<file path="src/rtl/i2c_tgt_status_pkg.sv">
package i2c_tgt_status_pkg;
  localparam int STAT_W    = 8;
  localparam int B_DIF     = 7;
  localparam int B_APIF    = 6;
  localparam int B_HOLD    = 5;
  localparam int B_RXACK   = 4;
  localparam int B_COLL    = 3;
  localparam int B_BERR    = 2;
  localparam int B_DIR     = 1;
  localparam int B_AP      = 0;
  // index into the sticky flag bank
  localparam int N_FLAG    = 4;
  localparam int F_DIF     = 0;
  localparam int F_APIF    = 1;
  localparam int F_COLL    = 2;
  localparam int F_BERR    = 3;
endpackage

</file>
<file path="src/rtl/i2c_tgt_access_dec.sv">
module i2c_tgt_access_dec #(
  parameter int          ADDR_W    = 4,
  parameter logic [ADDR_W-1:0] STAT_ADDR = 'hB,
  parameter logic [ADDR_W-1:0] DATA_ADDR = 'hD,
  parameter logic [ADDR_W-1:0] CMD_ADDR  = 'h9,
  parameter int          DATA_W    = 8
) (
  input  logic              reg_wr_i,
  input  logic              reg_rd_i,
  input  logic [ADDR_W-1:0] reg_addr_i,
  input  logic [DATA_W-1:0] reg_wdata_i,
  output logic              data_acc_o,
  output logic              cmd_wr_o,
  output logic [DATA_W-1:0] w1c_o
);
  always_comb begin
    data_acc_o = (reg_wr_i || reg_rd_i) && (reg_addr_i == DATA_ADDR);
    cmd_wr_o   = reg_wr_i && (reg_addr_i == CMD_ADDR);
    w1c_o      = (reg_wr_i && (reg_addr_i == STAT_ADDR)) ? reg_wdata_i : '0;
  end
endmodule

</file>
<file path="src/rtl/i2c_tgt_flag_bank.sv">
module i2c_tgt_flag_bank #(
  parameter int N = 4
) (
  input  logic         clk_i,
  input  logic         rst_ni,
  input  logic [N-1:0] set_i,
  input  logic [N-1:0] clr_i,
  output logic [N-1:0] q_o
);
  for (genvar i = 0; i < N; i++) begin : g_flag
    always_ff @(posedge clk_i or negedge rst_ni) begin
      if (!rst_ni)       q_o[i] <= 1'b0;
      else if (set_i[i]) q_o[i] <= 1'b1;   // set wins
      else if (clr_i[i]) q_o[i] <= 1'b0;
    end
  end
endmodule

</file>
<file path="src/rtl/i2c_tgt_bus_info.sv">
module i2c_tgt_bus_info (
  input  logic clk_i,
  input  logic rst_ni,
  input  logic ack_valid_i,
  input  logic ack_bit_i,
  input  logic addr_match_i,
  input  logic addr_rw_i,
  input  logic stop_i,
  output logic rxack_o,
  output logic dir_o,
  output logic ap_o
);
  always_ff @(posedge clk_i or negedge rst_ni) begin
    if (!rst_ni) begin
      rxack_o <= 1'b0;
      dir_o   <= 1'b0;
      ap_o    <= 1'b0;
    end else begin
      if (ack_valid_i)  rxack_o <= ack_bit_i;
      if (addr_match_i) dir_o   <= addr_rw_i;
      // address outranks a coincident stop
      if (addr_match_i)  ap_o <= 1'b1;
      else if (stop_i)   ap_o <= 1'b0;
    end
  end
endmodule

</file>
<file path="src/rtl/i2c_tgt_status.sv">
module i2c_tgt_status
  import i2c_tgt_status_pkg::*;
#(
  parameter int          ADDR_W    = 4,
  parameter logic [ADDR_W-1:0] STAT_ADDR = 'hB,
  parameter logic [ADDR_W-1:0] DATA_ADDR = 'hD,
  parameter logic [ADDR_W-1:0] CMD_ADDR  = 'h9
) (
  input  logic              clk_i,
  input  logic              rst_ni,
  input  logic              byte_done_i,
  input  logic              addr_match_i,
  input  logic              addr_rw_i,
  input  logic              stop_i,
  input  logic              start_i,
  input  logic              coll_i,
  input  logic              bus_err_i,
  input  logic              ack_valid_i,
  input  logic              ack_bit_i,
  input  logic              reg_wr_i,
  input  logic              reg_rd_i,
  input  logic [ADDR_W-1:0] reg_addr_i,
  input  logic [7:0]        reg_wdata_i,
  input  logic              dif_en_i,
  input  logic              apif_en_i,
  output logic [7:0]        status_o,
  output logic              clk_hold_o,
  output logic              data_irq_o,
  output logic              addr_stop_irq_o
);
  logic              data_acc, cmd_wr;
  logic [STAT_W-1:0] w1c;
  logic [N_FLAG-1:0] fl_set, fl_clr, fl_q;
  logic              rxack, dir, ap;
  logic              svc_clr;
  logic              unused_w1c;

  i2c_tgt_access_dec #(
    .ADDR_W   (ADDR_W),
    .STAT_ADDR(STAT_ADDR),
    .DATA_ADDR(DATA_ADDR),
    .CMD_ADDR (CMD_ADDR),
    .DATA_W   (STAT_W)
  ) u_dec (
    .reg_wr_i   (reg_wr_i),
    .reg_rd_i   (reg_rd_i),
    .reg_addr_i (reg_addr_i),
    .reg_wdata_i(reg_wdata_i),
    .data_acc_o (data_acc),
    .cmd_wr_o   (cmd_wr),
    .w1c_o      (w1c)
  );

  // read-only positions carry no write effect
  assign unused_w1c = ^{w1c[B_HOLD], w1c[B_RXACK], w1c[B_DIR], w1c[B_AP]};
  assign svc_clr    = data_acc || cmd_wr;

  always_comb begin
    fl_set[F_DIF]  = byte_done_i && !bus_err_i;
    fl_clr[F_DIF]  = svc_clr || w1c[B_DIF];
    fl_set[F_APIF] = addr_match_i || stop_i;
    fl_clr[F_APIF] = svc_clr || w1c[B_APIF];
    fl_set[F_COLL] = coll_i;
    fl_clr[F_COLL] = start_i || w1c[B_COLL];
    fl_set[F_BERR] = bus_err_i;
    fl_clr[F_BERR] = w1c[B_BERR];
  end

  i2c_tgt_flag_bank #(.N(N_FLAG)) u_flags (
    .clk_i (clk_i),
    .rst_ni(rst_ni),
    .set_i (fl_set),
    .clr_i (fl_clr),
    .q_o   (fl_q)
  );

  i2c_tgt_bus_info u_info (
    .clk_i       (clk_i),
    .rst_ni      (rst_ni),
    .ack_valid_i (ack_valid_i),
    .ack_bit_i   (ack_bit_i),
    .addr_match_i(addr_match_i),
    .addr_rw_i   (addr_rw_i),
    .stop_i      (stop_i),
    .rxack_o     (rxack),
    .dir_o       (dir),
    .ap_o        (ap)
  );

  always_comb begin
    clk_hold_o           = fl_q[F_DIF] || fl_q[F_APIF];
    status_o             = '0;
    status_o[B_DIF]      = fl_q[F_DIF];
    status_o[B_APIF]     = fl_q[F_APIF];
    status_o[B_HOLD]     = clk_hold_o;
    status_o[B_RXACK]    = rxack;
    status_o[B_COLL]     = fl_q[F_COLL];
    status_o[B_BERR]     = fl_q[F_BERR];
    status_o[B_DIR]      = dir;
    status_o[B_AP]       = ap;
    data_irq_o           = fl_q[F_DIF] && dif_en_i;
    addr_stop_irq_o      = fl_q[F_APIF] && apif_en_i;
  end
endmodule

</file>
<file path="config.mk">
export PLATFORM = sky130hd
export DESIGN_NAME = i2c_tgt_status
export DESIGN_NICKNAME = d
export VERILOG_FILES = /design/src/rtl/i2c_tgt_status_pkg.sv /design/src/rtl/i2c_tgt_access_dec.sv /design/src/rtl/i2c_tgt_flag_bank.sv /design/src/rtl/i2c_tgt_bus_info.sv /design/src/rtl/i2c_tgt_status.sv
export SDC_FILE = /design/constraint.sdc
export NUM_CORES = 1
export LEC_CHECK = 0
export BUFFER_PORTS_ARGS = -buffer_cell sky130_fd_sc_hd__buf_2
export CORE_AREA = 2 2 39 41
export DETAILED_ROUTE_END_ITERATION = 12
export DIE_AREA = 0 0 41 43
export PLACE_DENSITY_LB_ADDON = 0.08
export RECOVER_POWER = 100
export SLEW_MARGIN = 10
export SYNTH_ARGS = -nofsm -noshare
export SYNTH_HDL_FRONTEND = slang
export SYNTH_SLANG_ARGS = --single-unit
</file>
<file path="constraint.sdc">
create_clock -name clk_i -period 2 [get_ports clk_i]
set_input_delay 0.4 -clock clk_i [delete_from_list [all_inputs] [get_ports clk_i]]
set_output_delay 0.4 -clock clk_i [all_outputs]
set_load 0.02 [all_outputs]
</file>
==> flow_metrics.py, run 1 <==
metrics = {
    "final_layout": {
        "n_antenna_cell": 0,
        "fin_cells": 84,
        "regArea_um2": 175,
        "fin_util_pct": 38.6,
        "multi_input_area_um2": 143,
        "area_delta_synth_final_pct": 46.2,
        "nNetsFinal": 96,
        "drive_above_1_share_pct": 38.2,
        "fillerInstances": 153,
        "fin_area_um2": 534,
    },
    "global_route": {
        "globalRouteOverflowTotal": 0,
        "grt_antenna_before_repair": 0,
        "grt_max_degree": 8,
        "grt_pass1_vias": 333,
        "grt_pass1_wl_mm": 1.20,
        "grt_util_all_layers_pct": 10.1,
    },
    "setup_path": {
        "start_kind": "register",
        "crit_type": "register to primary output",
        "cp_max_fo": 4,
        "required_ns": 1.60,
        "critPathArrivalTime_ns": 1.13,
        "end_kind": "primary output",
    },
    "synth": {
        "syn_inst": 34,
        "syn_area_per_cell_um2": 10.7,
        "syn_nets": 61,
        "yosysTopAreaCellShare_pct": 47.9,
        "post-synth-top-count-cell": "dfrtp_1",
        "synth_cell_types": 17,
        "synth_seq_cells": 7,
        "synth_edf_count": 0,
        "ys_seq_area_share_pct": 47.9,
        "ys_top_cells_by_area": "dfrtp_1 48%, buf_4 8.2%, mux2_2 6.2%",
        "yosysWarnings": 0,
        "synth_area_um2": 365,
        "async_flop_share_pct": 100,
        "synth_commonest_cells": "7 x dfrtp_1, 4 x buf_4, 3 x inv_1",
        "synth_top_area_cell": "dfrtp_1",
        "ys.flop_type": "dfrtp_1",
    },
    "route": {
        "totalWireLength_um": 807,
        "drt-pass1-iter-count": 3,
        "wl_per_cell_um": 9.61,
        "drc_errors": 0,
        "vias_per_cell": 4.19,
        "ant_nets": 0,
        "drtIter0Drc": 5,
        "num_vias": 352,
    },
    "placement": {
        "hpwl_um": 664,
        "dp.cells": 79,
        "place_area_um2": 520,
        "dpl_worst_slack_ns": 0.639,
        "routabilityCongestion": 0.625,
        "portBuffers": 33,
    },
    "die": {
        "dieArea_um2": 1760,
        "fp-row-count": 14,
        "die_w_um": 41,
        "die_y_um": 43,
        "io_pins": 38,
        "start_util_pct": 26.4,
        "design.core.area_um2": 1380,
    },
    "clock_tree": {
        "cts_sinks": 7,
        "cts_made_buffers": 3,
        "cts_resized": 0,
        "cts-root-buf": "clkbuf_4",
        "clockBufferDepth": 2,
        "clk_pin_slew_worst_paths_ns": 0.05,
        "h-tree-depth": 1,
        "clkLatencyLatePin_ns": 0.25,
        "cts_tree": "yes",
    },
    "sta": {
        "tns_ns": 0,
        "fin_crit_sh_pct": 76.5,
        "holdWs_ns": 0.344,
        "finalHoldViolCount": 0,
        "grt_setup_unrepaired": "false",
        "setup_viol": 0,
        "slew_headroom_pct": 75.1,
        "skew_ns": 0,
        "fmax_mhz": 653,
        "min_period_ns": 1.53,
        "setup_slack_ns": 0.470,
        "tightestPinTransition_ns": 0.373,
        "maxSlewViolCount": 0,
    },
    "outcome": {
        "outcome": "complete, no violations",
    },
    "power_and_ir_drop": {
        "power_density_nw_per_um2": 668,
        "p_total_mw": 0.357,
        "leakage_nw": 0.243,
        "vdd_drop_max_v": 0.000257,
    },
    "run": {
        "maxCapViolCount": 0,
    },
    "hold_path": {
        "hold_path.class": "primary input to register",
    },
}
-- per-layer routing --
metal  global-route usage (%)  wire (µm)  vias to the layer above
met3                     3.14         83                        0
met4                     6.00          0                        0
met1                     11.8        321                      154
li1                         -          -                      182
met5                        0          0                        -
met2                     15.3        403                       16
-- where the power goes --
part	switching [mW]	leakage (nW)	total, mW	internal [mW]
Clock	0.0504	0.0150	0.126	0.0760
Sequential	0.00546	0.0729	0.157	0.152
Combinational	0.0400	0.155	0.0731	0.0331
-- cell type report --
class,count,area share [%]
inverter,3,2.11
sequential,7,32.8
multi-input combinational,20,26.7
tap,16,3.75
timing repair buffer,34,29.7
clock buffer,4,4.92
-- worst max-delay path, stage by stage, from the launching register on --
cell      delay (ns)
dfrtp_1         0.40
or2_2           0.31
clkbuf_1        0.18
-- cells in the final DEF, fill, tap and decap left out --
cell           Yosys  layout
a21o_1             2       2
a21oi_1            1       1
a31o_1             1       1
and2_1             2       2
buf_2              0      20
clkbuf_1           0      14
clkbuf_4           0       3
dfrtp_1            7       7
dlygate4sd3_1      0       1
inv_1              3       3
mux2_2             2       2
nand2_1            1       1
nand4_1            0       1
nor2_1             1       1
nor3b_1            2       2
o21ai_0            1       1
o22ai_1            1       1
o31ai_1            2       2
or2_2              1       1
or3b_1             2       2
-- what timing repair did --
item | 4_1_cts | 5_1_grt
hold buffers | 1 | 0
hold endpoints to repair | 7 | 0
setup buffers | 0 | 0
-- worst paths after layout --
kind                                            start                    endpoint  slack, ns  cells past startpoint
max                        u_flags.q_o[1]$_DFFE_PN0P_                 status_o[5]       0.47                      2
min                                            coll_i  u_flags.q_o[2]$_DFFE_PN0P_       0.34                      2
max reg2reg                u_info.rxack_o$_DFFE_PN0P_  u_info.rxack_o$_DFFE_PN0P_       1.26                      1
min reg2reg                   u_info.ap_o$_DFFE_PN0P_     u_info.ap_o$_DFFE_PN0P_       0.47                      1
max in group asynchronous                      rst_ni    u_info.dir_o$_DFFE_PN0P_       1.16                      2
min in group asynchronous                      rst_ni  u_flags.q_o[3]$_DFFE_PN0P_       0.58                      2
-- state kept, by name (all words and copies together) (netlist names) --
signal          count
u_info.dir_o        1
u_info.ap_o         1
u_info.rxack_o      1
u_flags.q_o         4
-- cell families (layout without fill, tap and decap cells) --
logic type / after synthesis / in the layout / synth area share, %
compound gates: 8 / 8 / 15.1
buf+inv: 7 / 41 / 11.3
flops: 7 / 7 / 47.9
mux: 2 / 2 / 6.16
simple gates: 10 / 10 / 19.5
Note: power is estimated with default switching activity, not from simulation.
==> run 2, diff against run 1 <==
--- a/config.mk
+++ b/config.mk
@@ -5,6 +5,7 @@
 export SDC_FILE = /design/constraint.sdc
 export NUM_CORES = 1
 export LEC_CHECK = 0
+export ABC_AREA = 1
 export BUFFER_PORTS_ARGS = -buffer_cell sky130_fd_sc_hd__buf_2
 export CORE_AREA = 2 2 39 41
 export DETAILED_ROUTE_END_ITERATION = 12
==> constraint.sdc (replaced) <==
create_clock -name clk_i -period 1.45 [get_ports clk_i]
set_input_delay 0.29 -clock clk_i [delete_from_list [all_inputs] [get_ports clk_i]]
set_output_delay 0.29 -clock clk_i [all_outputs]
set_load 0.02 [all_outputs]
==> run 2 against run 1 <==
Against the previous run: synthesized area increased by 3.1%; non-clock buffer count unchanged; final cell count increased by 18%; critical path type unchanged.
==> flow_metrics.py, run 2 <==
metrics = {
    "synth": {
        "syn_nets": 76,
        "synth_seq_cells": 7,
        "synth_area_um2": 377,
        "async_flop_share_pct": 100,
        "synth_cell_types": 10,
        "post-synth-top-count-cell": "nand2_1",
        "syn_area_per_cell_um2": 7.69,
        "synth_commonest_cells": "17 x nand2_1, 8 x inv_1, 7 x dfrtp_1, 7 x nand3_1, 4 x buf_4",
        "synth_edf_count": 0,
        "ys_seq_area_share_pct": 46.5,
        "syn_inst": 49,
        "yosysWarnings": 0,
        "ys.flop_type": "dfrtp_1",
        "ys_top_cells_by_area": "dfrtp_1 47%, nand2_1 17%, nand3_1 9.3%",
        "synth_top_area_cell": "dfrtp_1",
        "yosysTopAreaCellShare_pct": 46.5,
    },
    "sta": {
        "finalHoldViolCount": 0,
        "min_period_ns": 1.34,
        "tns_ns": 0,
        "grt_setup_unrepaired": "false",
        "maxSlewViolCount": 0,
        "slew_headroom_pct": 74.8,
        "tightestPinTransition_ns": 0.378,
        "skew_ns": 0,
        "fin_crit_sh_pct": 92.7,
        "setup_viol": 0,
        "fmax_mhz": 744,
    },
    "global_route": {
        "grt_pass1_vias": 317,
        "grt_pass1_wl_mm": 1.15,
        "grt_antenna_before_repair": 0,
        "use_met1_pct": 9.97,
        "grt_max_degree": 8,
        "top_usage_layer": "met2",
        "globalRouteOverflowTotal": 0,
        "gr-usage-met3_pct": 3.14,
        "grt_util_all_layers_pct": 9.84,
        "grt_use_met2_pct": 16.3,
    },
    "power_and_ir_drop": {
        "vdd_drop_max_v": 0.000428,
        "leakage_nw": 0.315,
        "p_total_mw": 0.493,
        "power_density_nw_per_um2": 883,
    },
    "die": {
        "start_util_pct": 27.2,
        "dieArea_um2": 1760,
        "io_pins": 38,
        "design.core.area_um2": 1380,
        "die_w_um": 41,
        "fp-row-count": 14,
        "die_y_um": 43,
    },
    "placement": {
        "portBuffers": 33,
        "hpwl_um": 700,
        "routabilityCongestion": 0.604,
        "dp.cells": 94,
        "place_area_um2": 532,
    },
    "final_layout": {
        "largest_reg_flops": 4,
        "area_delta_synth_final_pct": 48.2,
        "regArea_um2": 175,
        "fin_cells": 99,
        "multi_input_area_um2": 144,
        "drive_above_1_share_pct": 36.1,
        "n_antenna_cell": 0,
        "final_common_cell": "buf_2",
        "fin_area_um2": 558,
        "nNetsFinal": 111,
        "fillerInstances": 162,
        "final_cell_mix": "21 x buf_2, 17 x nand2_1, 11 x clkbuf_1",
        "regMostFlops": "u_flags.q_o",
    },
    "setup_path": {
        "end_kind": "primary output",
        "cpPeakStageDelay_ns": 0.40,
        "critPathArrivalTime_ns": 1.05,
        "crit_type": "register to primary output",
        "path_cells": "or2_4 > clkbuf_2",
        "start_kind": "register",
        "cp_max_fo": 4,
        "cp_slowest_cell": "dfrtp_1",
        "required_ns": 1.16,
    },
    "route": {
        "vias_per_cell": 3.99,
        "drtIter0Drc": 1,
        "ant_nets": 0,
        "drc_errors": 0,
        "wl_per_cell_um": 8.28,
        "drt-pass1-iter-count": 2,
        "num_vias": 395,
        "totalWireLength_um": 820,
    },
    "hold_path": {
        "hold_path.class": "primary input to register",
    },
    "clock_tree": {
        "clockBufferDepth": 2,
        "cts_sinks": 7,
        "cts_tree": "yes",
        "clk_pin_slew_worst_paths_ns": 0.05,
        "cts-root-buf": "clkbuf_4",
        "h-tree-depth": 1,
        "cts_made_buffers": 3,
        "clkLatencyLatePin_ns": 0.24,
    },
    "outcome": {
        "outcome": "complete, no violations",
    },
    "run": {
        "maxCapViolCount": 0,
    },
}
==> run 2: cell count changes after synthesis, moves of 2 or more <==
cell | previous run | this run
o31ai_1 | 2 | 0
nand2_1 | 1 | 17
inv_1 | 3 | 8
nor3b_1 | 2 | 0
a21o_1 | 2 | 0
and2_1 | 2 | 0
or3b_1 | 2 | 0
nand3_1 | 0 | 7
==> run 2: path summary, 6_finish.rpt <==
path | start | endpoint | slack (ns) | depth (start not counted)
worst max-delay path | u_flags.q_o[1]$_DFFE_PN0P_ | status_o[5] | 0.11 | 2
worst min-delay path | coll_i | u_flags.q_o[2]$_DFFE_PN0P_ | 0.23 | 3
worst max register to register | u_info.rxack_o$_DFFE_PN0P_ | u_info.rxack_o$_DFFE_PN0P_ | 0.70 | 1
worst min register to register | u_flags.q_o[3]$_DFFE_PN0P_ | u_flags.q_o[3]$_DFFE_PN0P_ | 0.47 | 2
max in group asynchronous | rst_ni | u_info.rxack_o$_DFFE_PN0P_ | 0.71 | 2
min in group asynchronous | rst_ni | u_info.dir_o$_DFFE_PN0P_ | 0.47 | 2
==> run 2: logic make-up after synthesis <==
family,Yosys count,share of synthesized area [%]
AND/OR/NAND/NOR,29,34.6
buffers and inverters,12,15.9
flip-flops,7,46.5
multiplexers,1,2.99
==> run 2: layout make-up <==
type,count,share of cell area [%]
Sequential cell,7,31.4
Timing Repair Buffer,34,29.1
Multi-Input combinational cell,30,25.8
Inverter,8,5.38
Clock buffer,4,4.71
Tap cell,16,3.59
==> run 2: power by group <==
group / internal (mW) / total [mW] / switching [mW]
Sequential: 0.209 / 0.218 / 0.00878
Clock: 0.105 / 0.170 / 0.0651
Combinational: 0.0438 / 0.105 / 0.0614
==> run 2: critical path, delay by kind of cell, from the launching register on <==
| family | cells | cell delay (ns) |
|---|---|---|
| flip-flops | 1 | 0.40 |
| AND/OR/NAND/NOR | 1 | 0.26 |
| buffers and inverters | 1 | 0.15 |
==> run 2: metrics by stage <==
stage	utilization (%)	hold slack (ns)	setup slack, ns
global route	40.3	0.237	0.0540
CTS	41.0	0.217	0.0346
global placement	38.4	0.132	0.314
detailed placement	38.4	0.133	0.312
floorplan	-	-0.00559	0.147
finish	40.3	0.230	0.106
==> run 2: repair_timing <==
| action | 4_1_cts | 5_1_grt |
|---|---|---|
| endpoints found under the hold margin | 7 | 0 |
| setup endpoints to repair | 0 | 1 |
| buffers inserted | 0 | 0 |
| resized for setup | 0 | 2 |
| hold buffers | 1 | 0 |
==> run 2: metal layers <==
metal	vias to the layer above	part of all wire, %
li1	210	-
met1	161	43
met2	24	44
met3	0	13
met4	0	0
met5	-	0
